File: config.mk
export PLATFORM = sky130hd
export DESIGN_NAME = adc_capture_seq
export DESIGN_NICKNAME = d
export VERILOG_FILES = /design/src/rtl/adc_seq_pkg.sv /design/src/rtl/spi_clk_div.sv /design/src/rtl/gain_shifter.sv /design/src/rtl/frame_collector.sv /design/src/rtl/adc_capture_seq.sv
export SDC_FILE = /design/constraint.sdc
export NUM_CORES = 1
export LEC_CHECK = 0
export BUFFER_PORTS_ARGS = -buffer_cell sky130_fd_sc_hd__buf_2
export CAP_MARGIN = 40
export CORE_MARGIN = 4
export CORE_UTILIZATION = 50
export CTS_BUF_LIST = sky130_fd_sc_hd__clkbuf_8
export DETAILED_ROUTE_END_ITERATION = 16
export PLACE_DENSITY = 0.7
export SYNTH_ARGS = -nofsm -noshare
export SYNTH_HDL_FRONTEND = slang
export SYNTH_SLANG_ARGS = --single-unit
File: constraint.sdc
create_clock -name clk -period 1.82 [get_ports clk]
set_input_delay 0.091 -clock clk [delete_from_list [all_inputs] [get_ports clk]]
set_output_delay 0.091 -clock clk [all_outputs]
set_load 0.005 [all_outputs]
File: src/rtl/adc_seq_pkg.sv
package adc_seq_pkg;

  typedef enum logic [2:0] {
    ST_IDLE,
    ST_GAIN,
    ST_GAP,
    ST_CONV,
    ST_READ
  } seq_state_t;

  // Total bit slots in one read frame.
  function automatic int frame_slots(int lead, int width, int mid, int trail);
    return lead + 2 * width + mid + trail;
  endfunction

  // True when slot index idx lies in [first, first+width).
  function automatic logic slot_in_field(int idx, int first, int width);
    return (idx >= first) && (idx < first + width);
  endfunction

  function automatic int max2(int a, int b);
    return (a > b) ? a : b;
  endfunction

endpackage

File: src/rtl/spi_clk_div.sv
module spi_clk_div #(
  parameter int HALF_DIV = 4
) (
  input  logic clk,
  input  logic rst_n,
  input  logic run,
  output logic sck,
  output logic rise_evt,
  output logic fall_evt
);
  localparam int CW = (HALF_DIV > 1) ? $clog2(HALF_DIV) : 1;
  localparam logic [CW-1:0] LAST = CW'(HALF_DIV - 1);

  logic [CW-1:0] cnt;
  logic          tick;

  assign tick     = run && (cnt == LAST);
  assign rise_evt = tick && !sck;
  assign fall_evt = tick && sck;

  always_ff @(posedge clk or negedge rst_n) begin
    if (!rst_n) begin
      cnt <= '0;
      sck <= 1'b0;
    end else if (!run) begin
      cnt <= '0;
      sck <= 1'b0;
    end else if (tick) begin
      cnt <= '0;
      sck <= ~sck;
    end else begin
      cnt <= cnt + 1'b1;
    end
  end
endmodule

File: src/rtl/gain_shifter.sv
module gain_shifter #(
  parameter int WORD_W = 8
) (
  input  logic              clk,
  input  logic              rst_n,
  input  logic              load,
  input  logic [WORD_W-1:0] load_word,
  input  logic              shift,
  output logic              mosi
);
  logic [WORD_W-1:0] sreg;

  assign mosi = sreg[WORD_W-1];

  always_ff @(posedge clk or negedge rst_n) begin
    if (!rst_n) begin
      sreg <= '0;
    end else if (load) begin
      sreg <= load_word;
    end else if (shift) begin
      sreg <= {sreg[WORD_W-2:0], 1'b0};
    end
  end
endmodule

File: src/rtl/frame_collector.sv
module frame_collector
  import adc_seq_pkg::*;
#(
  parameter int SAMPLE_W  = 14,
  parameter int LEAD_BITS = 2,
  parameter int MID_BITS  = 2,
  parameter int IDX_W     = 6
) (
  input  logic                       clk,
  input  logic                       rst_n,
  input  logic                       clear,
  input  logic                       rise,
  input  logic [IDX_W-1:0]           slot,
  input  logic                       miso,
  input  logic                       commit,
  output logic signed [SAMPLE_W-1:0] sample_a,
  output logic signed [SAMPLE_W-1:0] sample_b
);
  localparam int A_FIRST = LEAD_BITS;
  localparam int B_FIRST = LEAD_BITS + SAMPLE_W + MID_BITS;

  logic [SAMPLE_W-1:0] acc_a, acc_b;
  logic                hit_a, hit_b;

  assign hit_a = rise && slot_in_field(int'(slot), A_FIRST, SAMPLE_W);
  assign hit_b = rise && slot_in_field(int'(slot), B_FIRST, SAMPLE_W);

  always_ff @(posedge clk or negedge rst_n) begin
    if (!rst_n) begin
      acc_a <= '0;
      acc_b <= '0;
    end else if (clear) begin
      acc_a <= '0;
      acc_b <= '0;
    end else begin
      if (hit_a) acc_a <= {acc_a[SAMPLE_W-2:0], miso};
      if (hit_b) acc_b <= {acc_b[SAMPLE_W-2:0], miso};
    end
  end

  always_ff @(posedge clk or negedge rst_n) begin
    if (!rst_n) begin
      sample_a <= '0;
      sample_b <= '0;
    end else if (commit) begin
      sample_a <= signed'(acc_a);
      sample_b <= signed'(acc_b);
    end
  end
endmodule

File: src/rtl/adc_capture_seq.sv
module adc_capture_seq
  import adc_seq_pkg::*;
#(
  parameter int SAMPLE_W    = 14,
  parameter int GAIN_W      = 4,
  parameter int HALF_DIV    = 4,
  parameter int LEAD_BITS   = 2,
  parameter int MID_BITS    = 2,
  parameter int TRAIL_BITS  = 2,
  parameter int CS_GAP_CLKS = 2,
  parameter int CONV_CLKS   = 3
) (
  input  logic                       clk,
  input  logic                       rst_n,
  input  logic                       start,
  input  logic [GAIN_W-1:0]          gain_a,
  input  logic [GAIN_W-1:0]          gain_b,
  input  logic                       miso,
  output logic                       sck,
  output logic                       mosi,
  output logic                       amp_cs_n,
  output logic                       adc_conv,
  output logic                       flash_ss_n,
  output logic                       dac_cs_n,
  output logic                       pflash_ce,
  output logic                       prom_init_n,
  output logic                       busy,
  output logic                       done,
  output logic signed [SAMPLE_W-1:0] sample_a,
  output logic signed [SAMPLE_W-1:0] sample_b
);
  localparam int WORD_W     = 2 * GAIN_W;
  localparam int FRAME_BITS = frame_slots(LEAD_BITS, SAMPLE_W, MID_BITS, TRAIL_BITS);
  localparam int IDX_W      = $clog2(max2(FRAME_BITS, WORD_W) + 1);
  localparam int WAIT_W     = $clog2(max2(CS_GAP_CLKS, CONV_CLKS) + 1);
  localparam logic [IDX_W-1:0]  WORD_LAST  = IDX_W'(WORD_W - 1);
  localparam logic [IDX_W-1:0]  FRAME_LAST = IDX_W'(FRAME_BITS - 1);
  localparam logic [WAIT_W-1:0] GAP_LAST   = WAIT_W'(CS_GAP_CLKS - 1);
  localparam logic [WAIT_W-1:0] CONV_LAST  = WAIT_W'(CONV_CLKS - 1);

  seq_state_t        state;
  logic [IDX_W-1:0]  bit_cnt;
  logic [WAIT_W-1:0] wait_cnt;

  // Named internal events (also used by the checker)
  logic gain_phase, read_phase, sck_run;
  logic rise_evt, fall_evt;
  logic accept, gain_end, read_end, gap_end, conv_end;

  assign gain_phase = (state == ST_GAIN);
  assign read_phase = (state == ST_READ);
  assign sck_run    = gain_phase || read_phase;
  assign accept     = (state == ST_IDLE) && start;
  assign gain_end   = gain_phase && fall_evt && (bit_cnt == WORD_LAST);
  assign read_end   = read_phase && fall_evt && (bit_cnt == FRAME_LAST);
  assign gap_end    = (state == ST_GAP) && (wait_cnt == GAP_LAST);
  assign conv_end   = (state == ST_CONV) && (wait_cnt == CONV_LAST);

  // Other devices on the shared bus stay at their inactive levels.
  assign flash_ss_n  = 1'b1;
  assign dac_cs_n    = 1'b1;
  assign pflash_ce   = 1'b1;
  assign prom_init_n = 1'b1;

  assign amp_cs_n = !gain_phase;
  assign adc_conv = (state == ST_CONV);
  assign busy     = (state != ST_IDLE);

  spi_clk_div #(.HALF_DIV(HALF_DIV)) u_div (
    .clk      (clk),
    .rst_n    (rst_n),
    .run      (sck_run),
    .sck      (sck),
    .rise_evt (rise_evt),
    .fall_evt (fall_evt)
  );

  gain_shifter #(.WORD_W(WORD_W)) u_gain (
    .clk       (clk),
    .rst_n     (rst_n),
    .load      (accept),
    .load_word ({gain_b, gain_a}),
    .shift     (gain_phase && fall_evt),
    .mosi      (mosi)
  );

  frame_collector #(
    .SAMPLE_W  (SAMPLE_W),
    .LEAD_BITS (LEAD_BITS),
    .MID_BITS  (MID_BITS),
    .IDX_W     (IDX_W)
  ) u_coll (
    .clk      (clk),
    .rst_n    (rst_n),
    .clear    (conv_end),
    .rise     (read_phase && rise_evt),
    .slot     (bit_cnt),
    .miso     (miso),
    .commit   (read_end),
    .sample_a (sample_a),
    .sample_b (sample_b)
  );

  always_ff @(posedge clk or negedge rst_n) begin
    if (!rst_n) begin
      state    <= ST_IDLE;
      bit_cnt  <= '0;
      wait_cnt <= '0;
      done     <= 1'b0;
    end else begin
      done <= 1'b0;
      unique case (state)
        ST_IDLE: begin
          if (start) begin
            state   <= ST_GAIN;
            bit_cnt <= '0;
          end
        end
        ST_GAIN: begin
          if (gain_end) begin
            state    <= ST_GAP;
            wait_cnt <= '0;
          end else if (fall_evt) begin
            bit_cnt <= bit_cnt + 1'b1;
          end
        end
        ST_GAP: begin
          if (gap_end) begin
            state    <= ST_CONV;
            wait_cnt <= '0;
          end else begin
            wait_cnt <= wait_cnt + 1'b1;
          end
        end
        ST_CONV: begin
          if (conv_end) begin
            state   <= ST_READ;
            bit_cnt <= '0;
          end else begin
            wait_cnt <= wait_cnt + 1'b1;
          end
        end
        ST_READ: begin
          if (read_end) begin
            state <= ST_IDLE;
            done  <= 1'b1;
          end else if (fall_evt) begin
            bit_cnt <= bit_cnt + 1'b1;
          end
        end
        default: state <= ST_IDLE;
      endcase
    end
  end
endmodule

==> impl_results.md, run 1 <==
- Num CTS Buffers: 9
- FF-to-FF path depth: 5
- Nets: 468
- Fmax: 533.6 MHz
- CP max stage delay: 0.62 ns
- Total power: 0.004020 W
- Initial core utilization: 52.32%
- Final worst slack: -0.05391 ns
- DP Wirelength: 4791 um
- Max clock buf depth: 2
- CTS tree: built
- DRC: 0
- CP required: 2.06 ns
- Clk_lat worst skew: 0.35 ns
- Synth Warn #: 0
- Reg clk slew, reported paths: 0.08 ns
- PortBufs: 45
- Post-route ant nets: 0
- FP Rows: 30
- EDFF count, synth: 0
- Critical Setup Path Class: reg2reg
- Worst path top cell family by delay: simple AND/OR/NAND/NOR gates
- Fill cells: 530
- Max-slew headroom: 62.27%
- Post-Syn Instances: 372
- Die footprint: 8695 sq um
- Hold_ws: 0.04088 ns
- Flop2flop setup slack: -0.05 ns
- Worst vdd ir: 0.0005812 V
- First-pass DRT Iterations: 5
- RSZ-0062 raised after global routing: true
- Slowest-stage cell, CP: or4_4
- Vias per cell: 5.171
- Antenna fix cells: 0
- Fin Clk Skew: 0.009222 ns
- Adder-cell share of the synthesized area: 2.066%
- Crit Reg-Reg Startpoint: state[1]
- Worst Setup EP: u_coll.sample_b[1]
- Layout cells sized above 1: 37.80%
- Final period util: 103.0%
- Placer congestion estimate: 0.8181
- PD cells: 838.6 nW/um^2
- Yosys reg bits: 79
- Area contributors post-synth: dfrtp_1 (54%), nand2_1 (9.0%), o21ai_2 (3.1%)
- Syn avg cell area: 9.767 sq um
- H-tree levels: 3
- Worst-Margin Slew: 0.5659 ns
- Synth Flop Type: dfrtp_1
- Hold Fails Final Rpt: 0
- Worst setup SP type: flip-flop
- Minimum clock period: 1.874 ns
- CTS sink count: 79
- Crit path buf inv count: 1
- Maxcap violations: 0
- DP Area: 4130 sq um
- Post-synthesis simple-gate area fraction: 21.63%
- Final WL: 7716 um
- First-pass GRT wire length: 12380 um
- Area share of the leading cell type in the synthesized netlist: 54.41%
- Max FO, Critical Path: 8
- Asr flop ratio synth: 100.0%
- Largest family of logic cells by synthesized area: simple AND/OR/NAND/NOR gates
- WL/cell: 14.00 um
- Pin count of the biggest net entering global routing: 46
- Arr. time, crit path: 2.12 ns
- Post-synthesis mux area share: 1.653%
- Area Overhead vs Synth: 31.92%
- Leak: 2.301 nW
- Largest area contributor in the netlist: dfrtp_1
- Core area: 6944 sq um
- CTS root buf: clkbuf_8
- Post-synthesis sequential area ratio: 54.41%
- Die X-Extent: 93.25 um
- Die height: 93.25 um
- Setup-failing EPs final: 24
- Number of global-route vias before repair: 2633
- Synth Area in Compound Gates: 12.47%
- Drt initial violations: 102
- Setup crit end kind: flip-flop
- Mapped Area: 3633 sq um
- CP Cell Sequence: or3b_4 > or4_4 > clkbuf_16 > nand2_4 > o21ai_2
- Status: finished, violations left
- Fin area: 4793 sq um
- CP startpoint: state[1]
- Final Max Tran Viols: 0
- Antenna violations before repair: 0
- Reg-to-Reg End: u_coll.sample_b[1]
- Post-Synth XOR/XNOR Area: 0.4821%
- Gr ovfl total: 0
- Crit path depth: 5
- Failing checks: setup timing
- Boundary pin count: 50
- GRT Resource Usage Total: 17.93%
- Yosys cell types: 47
- HP Class: in2reg
- Via Count: 2849
[report_power, final]
part           switching, W  leakage, nW  internal, W
Clock              0.000645        0.107     0.000666
Combinational      0.000350         1.12     0.000358
Sequential        0.0000980         1.07      0.00190
Total               0.00109         2.30      0.00293
[synth_stat cells (3+ instances only)]
| library cell | count |
|---|---|
| o21ai_2 | 13 |
| o21ai_1 | 13 |
| buf_4 | 4 |
| a21oi_1 | 5 |
| nand2_1 | 87 |
| ha_1 | 6 |
| and3_1 | 3 |
| nand4_1 | 3 |
| dfrtp_1 | 79 |
| a221o_1 | 3 |
| inv_1 | 23 |
| o21ai_0 | 21 |
| nand3_1 | 16 |
| mux2i_1 | 6 |
| clkbuf_1 | 10 |
| nor2_1 | 7 |
| nand2_2 | 12 |
| buf_6 | 7 |
| nor3_1 | 6 |
| and2_1 | 5 |
| o22ai_1 | 4 |
| buf_2 | 5 |
[flip-flops by register name, indices dropped and copies added (netlist names)]
| name | flops |
|---|---|
| u_coll.acc_b | 14 |
| u_div.cnt | 2 |
| bit_cnt | 6 |
| state | 3 |
| u_div.sck | 1 |
| u_gain.sreg | 8 |
| u_coll.acc_a | 14 |
| wait_cnt | 2 |
| u_coll.sample_b | 14 |
| done | 1 |
| u_coll.sample_a | 14 |
[layout by cell type (no fill, tap or decap), types with 13 or more instances in the layout]
cell type	count
buf_2	44
buf_4	27
dfrtp_1	79
inv_1	22
nand2_1	63
nand2_2	13
nand2_4	23
o21ai_0	20
o21ai_1	14
o21ai_2	13
[worst register-to-register path, cell delays in order (launching register included)]
cell and delay, ns:
dfrtp_1 0.38, or3b_4 0.42, or4_4 0.62, clkbuf_16 0.24, nand2_4 0.06, o21ai_2 0.04
[per-stage QoR]
| step | instances | worst slack (ns) | util [%] | TNS (ns) |
|---|---|---|---|---|
| after floorplan | 375 | -0.1474 | - | -4.617 |
| after global placement | 519 | 0.01586 | 59.48 | 0 |
| after detailed placement | 519 | -0.01480 | 59.48 | -0.05421 |
| after CTS | 543 | -0.008064 | 63.68 | -0.008064 |
| after global routing | 551 | -0.1033 | 69.03 | -2.488 |
| final | 551 | -0.05391 | 69.03 | -0.6889 |
[layout make-up]
type	instances	area (sq um)	share of cell area, %
multi-input combinational	246	1684	35.13
clock inverter	6	61.31	1.279
clock buffer	10	137.6	2.871
timing repair buffer	91	726.9	15.17
tap	96	120.1	2.506
inverter	23	86.33	1.801
sequential	79	1977	41.24
[metal layers]
| layer | GRT usage [%] | share of wire (%) | vias up |
|---|---|---|---|
| met2 | 27.93 | 50 | 74 |
| li1 | - | - | 1399 |
| met5 | 0 | 0 | - |
| met3 | 4.907 | 5.1 | 8 |
| met1 | 24.33 | 44 | 1368 |
| met4 | 5.861 | 1.1 | 0 |
[worst min path at each step]
| stage | start | to | slack [ns] | cells after the start |
|---|---|---|---|---|
| CTS | gain_b[1] | u_gain.sreg[5] | 0.03 | 3 |
| global placement | rst_n | u_coll.sample_a[8] | 0.12 | 1 |
| floorplan | rst_n | bit_cnt[0] | -0.20 | 0 |
| global route | gain_b[3] | u_gain.sreg[7] | 0.03 | 3 |
| finish | gain_b[3] | u_gain.sreg[7] | 0.04 | 3 |
| detailed placement | rst_n | u_coll.sample_a[8] | 0.12 | 1 |
[kinds of logic after synthesis]
group | count (synthesis)
xor gates and xnor gates | 2
muxes | 6
other | 1
DFF | 79
AOI/OAI and AO/OA | 70
and+or+nand+nor | 158
buffers and inverters | 50
adders and majority gates | 6
[what timing repair did]
action / 4_1_cts / 5_1_grt
endpoints found under the setup margin: 27 / 49
pin swaps: 1 / 9
setup buffers: 0 / 5
hold buffers: 8 / 0
gates resized for setup: 3 / 67
endpoints found under the hold margin: 51 / 0
gates cloned: 0 / 4
Note: power is estimated with default switching activity, not from simulation.
==> run 2, diff against run 1 <==
Settings changed: CELL_PAD_IN_SITES_DETAIL_PLACEMENT set to 1, CELL_PAD_IN_SITES_GLOBAL_PLACEMENT set to 1, CORE_UTILIZATION 50 to 41, CTS_CLUSTER_SIZE set to 30, PLACE_DENSITY 0.7 to 0.73.
==> run 2 against run 1 <==
Against the previous run:
- the run still ends with setup timing left
- final cell count rose by 2.4%
- via count is 1.8% higher
- sequential share of layout area increased by 0.59 points
- routed wire length is 15% higher
- die area rose by 20%
- non-clock buffer count increased by 2
==> impl_results.md, run 2 (synthesis gave the netlist of run 1 again) <==
- Clock power share: 35.4% (+2.8 points)
- Leak: 2.303 nW (+0.12%)
- Critical Setup Path Class: reg2reg
- RSZ-0062 raised after global routing: true
- Nets: 470 (+0.43%)
- Routed wl met3: 268 um (-31%)
- Die X-Extent: 102.1 um (+9.5%)
- Met2 WL post-DR: 4636 um (+20%)
- Maxcap violations: 0 (unchanged)
- First-pass DRT Iterations: 4 (-1)
- Area Overhead vs Synth: 30.13%
- Psw: 0.001104 W (+0.96%)
- Comb pwr share: 16.8% (-0.8 points)
- Fill cells: 1005 (+90%)
- Final Max Tran Viols: 0 (unchanged)
- WL/cell: 15.73 um (+12%)
- FP Rows: 34 (+13%)
- CP max stage delay: 0.47 ns (-0.15 ns)
- Reg clk slew, reported paths: 0.09 ns (about the same)
- Fin Clk Skew: 0.01129 ns (+0.002065 ns)
- Commonest non-fill, non-tap cell in the layout: nand2_1
- Max clock buf depth: 2 (unchanged)
- Minimum clock period: 1.841 ns (-0.03293 ns)
- Final setup TNS: -0.08722 ns (+0.6017 ns)
- Arr. time, crit path: 2.08 ns (-0.04 ns)
- Final worst slack: -0.02099 ns (+0.03293 ns)
- Clk_lat worst skew: 0.34 ns (about the same)
- Antenna fix cells: 0 (unchanged)
- DRC: 0 (unchanged)
- CP Cell Sequence: ha_4 > or3b_4 > or3_4 > clkbuf_16 > nand3_2 > o21ai_1
- PD cells: 889.2 nW/um^2 (+6.0%)
- Vias per cell: 5.140 (-0.59%)
- Setup crit end kind: flip-flop
- CP required: 2.06 ns (about the same)
- Top sig layer: met4
- PortBufs: 45 (unchanged)
- Hold Path Stages: 3 (unchanged)
- Flop pwr share: 47.8% (-1.9 points)
- Drt initial violations: 85 (-17%)
- Status: finished, violations left
- Area of the multi-input gates: 1563 sq um (-7.2%)
- Number of global-route vias before repair: 2886 (+9.6%)
- Failing checks: setup timing
- H-tree levels: 3 (unchanged)
- Initial core utilization: 41.87% (-10 points)
- Setup-failing EPs final: 10 (-58%)
- CTS tree: built
- Num CTS Buffers: 9 (unchanged)
- Die footprint: 10430 sq um (+20%)
- Core Util, Final: 54.48% (-15 points)
- Gr ovfl total: 0 (unchanged)
- FF/Latch Area: 1978 sq um (about the same)
- CTS sink count: 79 (unchanged)
- Final period util: 101.2% (-1.8 points)
- Placer congestion estimate: 0.7856 (-4.0%)
- Most frequent cells in the layout: nand2_1 (86), dfrtp_1 (78), buf_2 (44), buf_4 (31), inv_1 (22)
- Antenna violations before repair: 0 (unchanged)
- GRT Resource Usage Total: 16.85% (-1.1 points)
- CTS root buf: clkbuf_8
- DP Wirelength: 5889 um (+23%)
- HP Class: in2reg
- Layout cells sized above 1: 35.53% (-2.3 points)
- Slowest-stage cell, CP: or3_4
- Via Count: 2899 (+1.8%)
- Hold Fails Final Rpt: 0 (unchanged)
- Max FO, Critical Path: 6 (-2)
- FF-to-FF path depth: 6 (+1)
- Core area: 8678 sq um (+25%)
- First-pass GRT wire length: 13810 um (+12%)
- Sw Ratio: 26.25% (-0.95 points)
- Pin count of the biggest net entering global routing: 42 (-8.7%)
- Final WL: 8873 um (+15%)
- Internal Power: 0.003101 W (+6.0%)
- Worst setup SP type: flip-flop
- Boundary pin count: 50 (unchanged)
- Post-route ant nets: 0 (unchanged)
- Fmax: 543.2 MHz (+1.8%)
- Worst vdd ir: 0.0005301 V (-8.8%)
- Met1 WL: 3872 um (+15%)
- Die height: 102.1 um (+9.5%)
==> run 2: path summary, 6_finish.rpt <==
path | startpoint | end | slack (ns)
setup / recovery | u_div.cnt[0] | u_coll.acc_b[8] | -0.02
hold / removal | miso | u_coll.acc_a[0] | 0.03
setup reg to reg | u_div.cnt[0] | u_coll.acc_b[8] | -0.02
hold reg to reg | u_coll.sample_a[6] | u_coll.sample_a[6] | 0.46
max in group asynchronous | rst_n | u_coll.sample_b[11] | 0.95
min in group asynchronous | rst_n | u_coll.sample_b[6] | 0.22
==> run 2: cell type report <==
type | count | area share [%]
inverters | 23 | 1.826
clock buffers | 11 | 3.202
flip-flops and latches | 79 | 41.84
clock inverters | 4 | 1.641
multi-input cells | 246 | 33.05
well taps | 108 | 2.858
repair buffers | 93 | 15.59
==> run 2: critical path: cells and delay by family (launching register included) <==
| kind | cells | cell delay [ns] |
|---|---|---|
| AOI/OAI and AO/OA | 1 | 0.06 |
| adders and majority gates | 1 | 0.15 |
| and+or+nand+nor | 3 | 0.92 |
| DFF | 1 | 0.41 |
| buffers and inverters | 1 | 0.19 |
==> run 2: layer usage <==
metal  vias up  track usage [%]
met5         -                0
li1       1397                -
met4         0            5.146
met3         9            3.481
met2        45            28.24
met1      1448            22.02
==> run 2: stage by stage <==
step,std cells,cell area (sq um),setup slack (ns),hold WS [ns],total power (W)
floorplan,375,3720,-0.1474,-0.2046,0.002415
global placement,535,4175,0.04160,0.06578,0.002659
detailed placement,535,4175,-0.01647,0.06300,0.002711
CTS,557,4482,-0.01206,0.006539,0.004213
global route,564,4728,-0.1060,0.01659,0.004432
finish,564,4728,-0.02099,0.02641,0.004204
==> run 2: power by group through the flow <==
stage | Combinational, W | Clock (W) | Sequential [W]
after global placement | 0.000634 | 0 | 0.00203
after detailed placement | 0.000672 | 0 | 0.00204
final | 0.000708 | 0.00149 | 0.00201
after CTS | 0.000688 | 0.00152 | 0.00201
after floorplan | 0.000392 | 0 | 0.00202
after global routing | 0.000794 | 0.00161 | 0.00203
==> run 2: timing repair <==
item	CTS	global route
pin swaps	1	13
gates resized for setup	3	33
hold buffers	7	0
hold endpoints to repair	37	0
endpoints found under the setup margin	24	53
buffers inserted	0	2
gates cloned	0	5
==> run 3, diff against run 2 <==
Settings changed: CORE_MARGIN 4 to not set, HOLD_SLACK_MARGIN set to 0.03, TNS_END_PERCENT set to 1.
==> run 3 against run 2 <==
Against the previous run:
- the run now ends clean
- die area down 11%
- clock power down 9%
- sequential cell count did not move
- power down 4.7%
- combinational power decreased by 6.5%
- final cell count shrank 1.4%
- routed wire length down 7.4%
- fmax is 1.2% higher
- sequential share of layout area is 2.2 points higher
- sequential power barely moved
- critical path depth decreased by 1
- critical endpoint is now u_coll.sample_a[1]
- highest routed layer unchanged
==> impl_results.md, run 3 (synthesis gave the netlist of run 1 again) <==
- Sw Ratio: 28.19% (+1.9 points)
- Psw: 0.001129 W (+2.3%)
- FF-to-FF path depth: 5 (-1)
- Comb pwr share: 16.5% (-0.3 points)
- Internal Power: 0.002877 W (-7.2%)
- Number of global-route vias before repair: 2827 (-2.0%)
- Final WL: 8216 um (-7.4%)
- H-tree levels: 3 (unchanged)
- FP Rows: 33 (-2.9%)
- Minimum clock period: 1.820 ns (-0.02122 ns)
- Max clock buf depth: 2 (unchanged)
- Critical Setup Path Class: reg2reg
- Die height: 96.14 um (-5.9%)
- Antenna fix cells: 0 (unchanged)
- CTS tree: built
- Placer congestion estimate: 0.7881 (+0.32%)
- CTS root buf: clkbuf_8
- First-pass DRT Iterations: 4 (unchanged)
- Setup crit end kind: flip-flop
- Status: completed
- RSZ-0062 raised after global routing: true
- Worst vdd ir: 0.0005113 V (-3.6%)
- Fill cells: 959 (-4.6%)
- Reg clk slew, reported paths: 0.08 ns (about the same)
- Post-route ant nets: 0 (unchanged)
- Final Max Tran Viols: 0 (unchanged)
- Fmax: 549.5 MHz (+1.2%)
- Post-Place Worst Slack: -0.1244 ns (-0.1079 ns)
- Final setup TNS: 0 ns (+0.08722 ns)
- Total power: 0.004007 W (-4.7%)
- Most frequent cells in the layout: nand2_1 (85), dfrtp_1 (79), buf_2 (44), buf_4 (26), inv_1 (22)
- Boundary pin count: 50 (unchanged)
- Nets: 464 (-1.3%)
- Num CTS Buffers: 9 (unchanged)
- DRC: 0 (unchanged)
- First-pass GRT wire length: 13810 um (unchanged)
- HP Class: in2reg
- Flop pwr share: 49.6% (+1.8 points)
- Worst setup SP type: flip-flop
- Final worst slack: 0.0002389 ns (+0.02122 ns)
- Gr ovfl total: 0 (unchanged)
- Hold Path Stages: 4 (+1)
- Layout cells sized above 1: 30.16% (-5.4 points)
- CP required: 2.06 ns (about the same)
- PD cells: 892.5 nW/um^2 (+0.37%)
- Vias per cell: 5.043 (-1.9%)
- Maxcap violations: 0 (unchanged)
- Commonest non-fill, non-tap cell in the layout: nand2_1
- Die X-Extent: 96.14 um (-5.9%)
- PortBufs: 45 (unchanged)
- Via Count: 2804 (-3.3%)
- Fin Clk Skew: 0.01253 ns (+0.001248 ns)
- WL/cell: 14.78 um (-6.1%)
- Leak: 2.204 nW (-4.3%)
- Area of the multi-input gates: 1463 sq um (-6.4%)
- Clock power share: 33.9% (-1.5 points)
- Setup Buffers After CTS: 0 (unchanged)
- Initial core utilization: 43.35% (+1.5 points)
- Core Util, Final: 53.56% (-0.92 points)
- CTS sink count: 79 (unchanged)
- Drt initial violations: 101 (+19%)
- Clk_lat worst skew: 0.36 ns (+0.02 ns)
- Max FO, Critical Path: 26 (+20)
- Core area: 8382 sq um (-3.4%)
- Arr. time, crit path: 2.06 ns (-0.02 ns)
- Die footprint: 9243 sq um (-11%)
- Pin count of the biggest net entering global routing: 50 (+19%)
- Antenna violations before repair: 0 (unchanged)
- Area Overhead vs Synth: 23.55%
- Final period util: 99.99% (-1.2 points)
- GRT Resource Usage Total: 19.78% (+2.9 points)
- FF/Latch Area: 1977 sq um (about the same)
- Setup-failing EPs final: 0 (-10)
- Hold Fails Final Rpt: 0 (unchanged)
- DP Wirelength: 5676 um (-3.6%)
run 3: cell types whose count changed in the layout (fill, tap and decap cells not counted), sizes merged:
cell         change
buf              -5
inv              +2
bufinv           -1
clkbuf           -6
dlygate4sd3      +3
clkinv           +2
run 3: layout make-up:
| class | count | share of cell area [%] |
|---|---|---|
| sequential | 79 | 44.04 |
| multi-input combinational | 246 | 32.58 |
| inverter | 23 | 1.923 |
| clock inverter | 7 | 1.756 |
| tap | 105 | 2.926 |
| clock buffer | 9 | 2.759 |
| timing repair buffer | 87 | 14.02 |
run 3: path summary, 6_finish.rpt:
| check | to | slack, ns | from |
|---|---|---|---|
| worst max-delay path | u_coll.sample_a[1] | 0.0002 | state[0] |
| worst min-delay path | u_gain.sreg[7] | 0.17 | start |
| worst max register to register | u_coll.sample_a[1] | 0.0002 | state[0] |
| worst min register to register | u_div.cnt[0] | 0.45 | u_div.cnt[0] |
| max in group asynchronous | u_coll.acc_a[5] | 1.00 | rst_n |
| min in group asynchronous | bit_cnt[5] | 0.22 | rst_n |
run 3: per-stage QoR:
stage                     hold slack [ns]  instance area [sq um]  instances
final                              0.1682                   4489        556
after global routing               0.1880                   4489        556
after CTS                          0.1551                   4444        556
after detailed placement          0.07411                   4121        530
after global placement            0.06653                   4121        530
after floorplan                   -0.2046                   3661        375
run 3: power groups by stage:
stage / Sequential (W) / Combinational, W / Clock, W
2_1_floorplan: 0.00201 / 0.000363 / 0
5_1_grt: 0.00201 / 0.000736 / 0.00148
3_3_place_gp: 0.00201 / 0.000608 / 0
6_report: 0.00199 / 0.000662 / 0.00136
4_1_cts: 0.00199 / 0.000656 / 0.00139
3_5_place_dp: 0.00202 / 0.000629 / 0
run 3: per-layer routing:
metal	GRT usage, %	vias up	wire length (um)
met5	0	-	0
met3	3.949	8	239
met1	26.52	1361	3948
li1	-	1387	-
met4	7.711	0	99
met2	31.38	48	3929
run 3: repair_timing:
| action | CTS | global route |
|---|---|---|
| endpoints found under the setup margin | 43 | 44 |
| gates resized for setup | 5 | 12 |
| hold endpoints to repair | 39 | 0 |
| pin swaps | 0 | 3 |
| hold buffers | 10 | 0 |
run 3: worst max-delay path: stages, from the launching register on:
cell and delay [ns]:
dfrtp_1 0.38, or3b_4 0.44, or4_4 0.56, buf_12 0.20, nand2_1 0.08, nand2_1 0.05
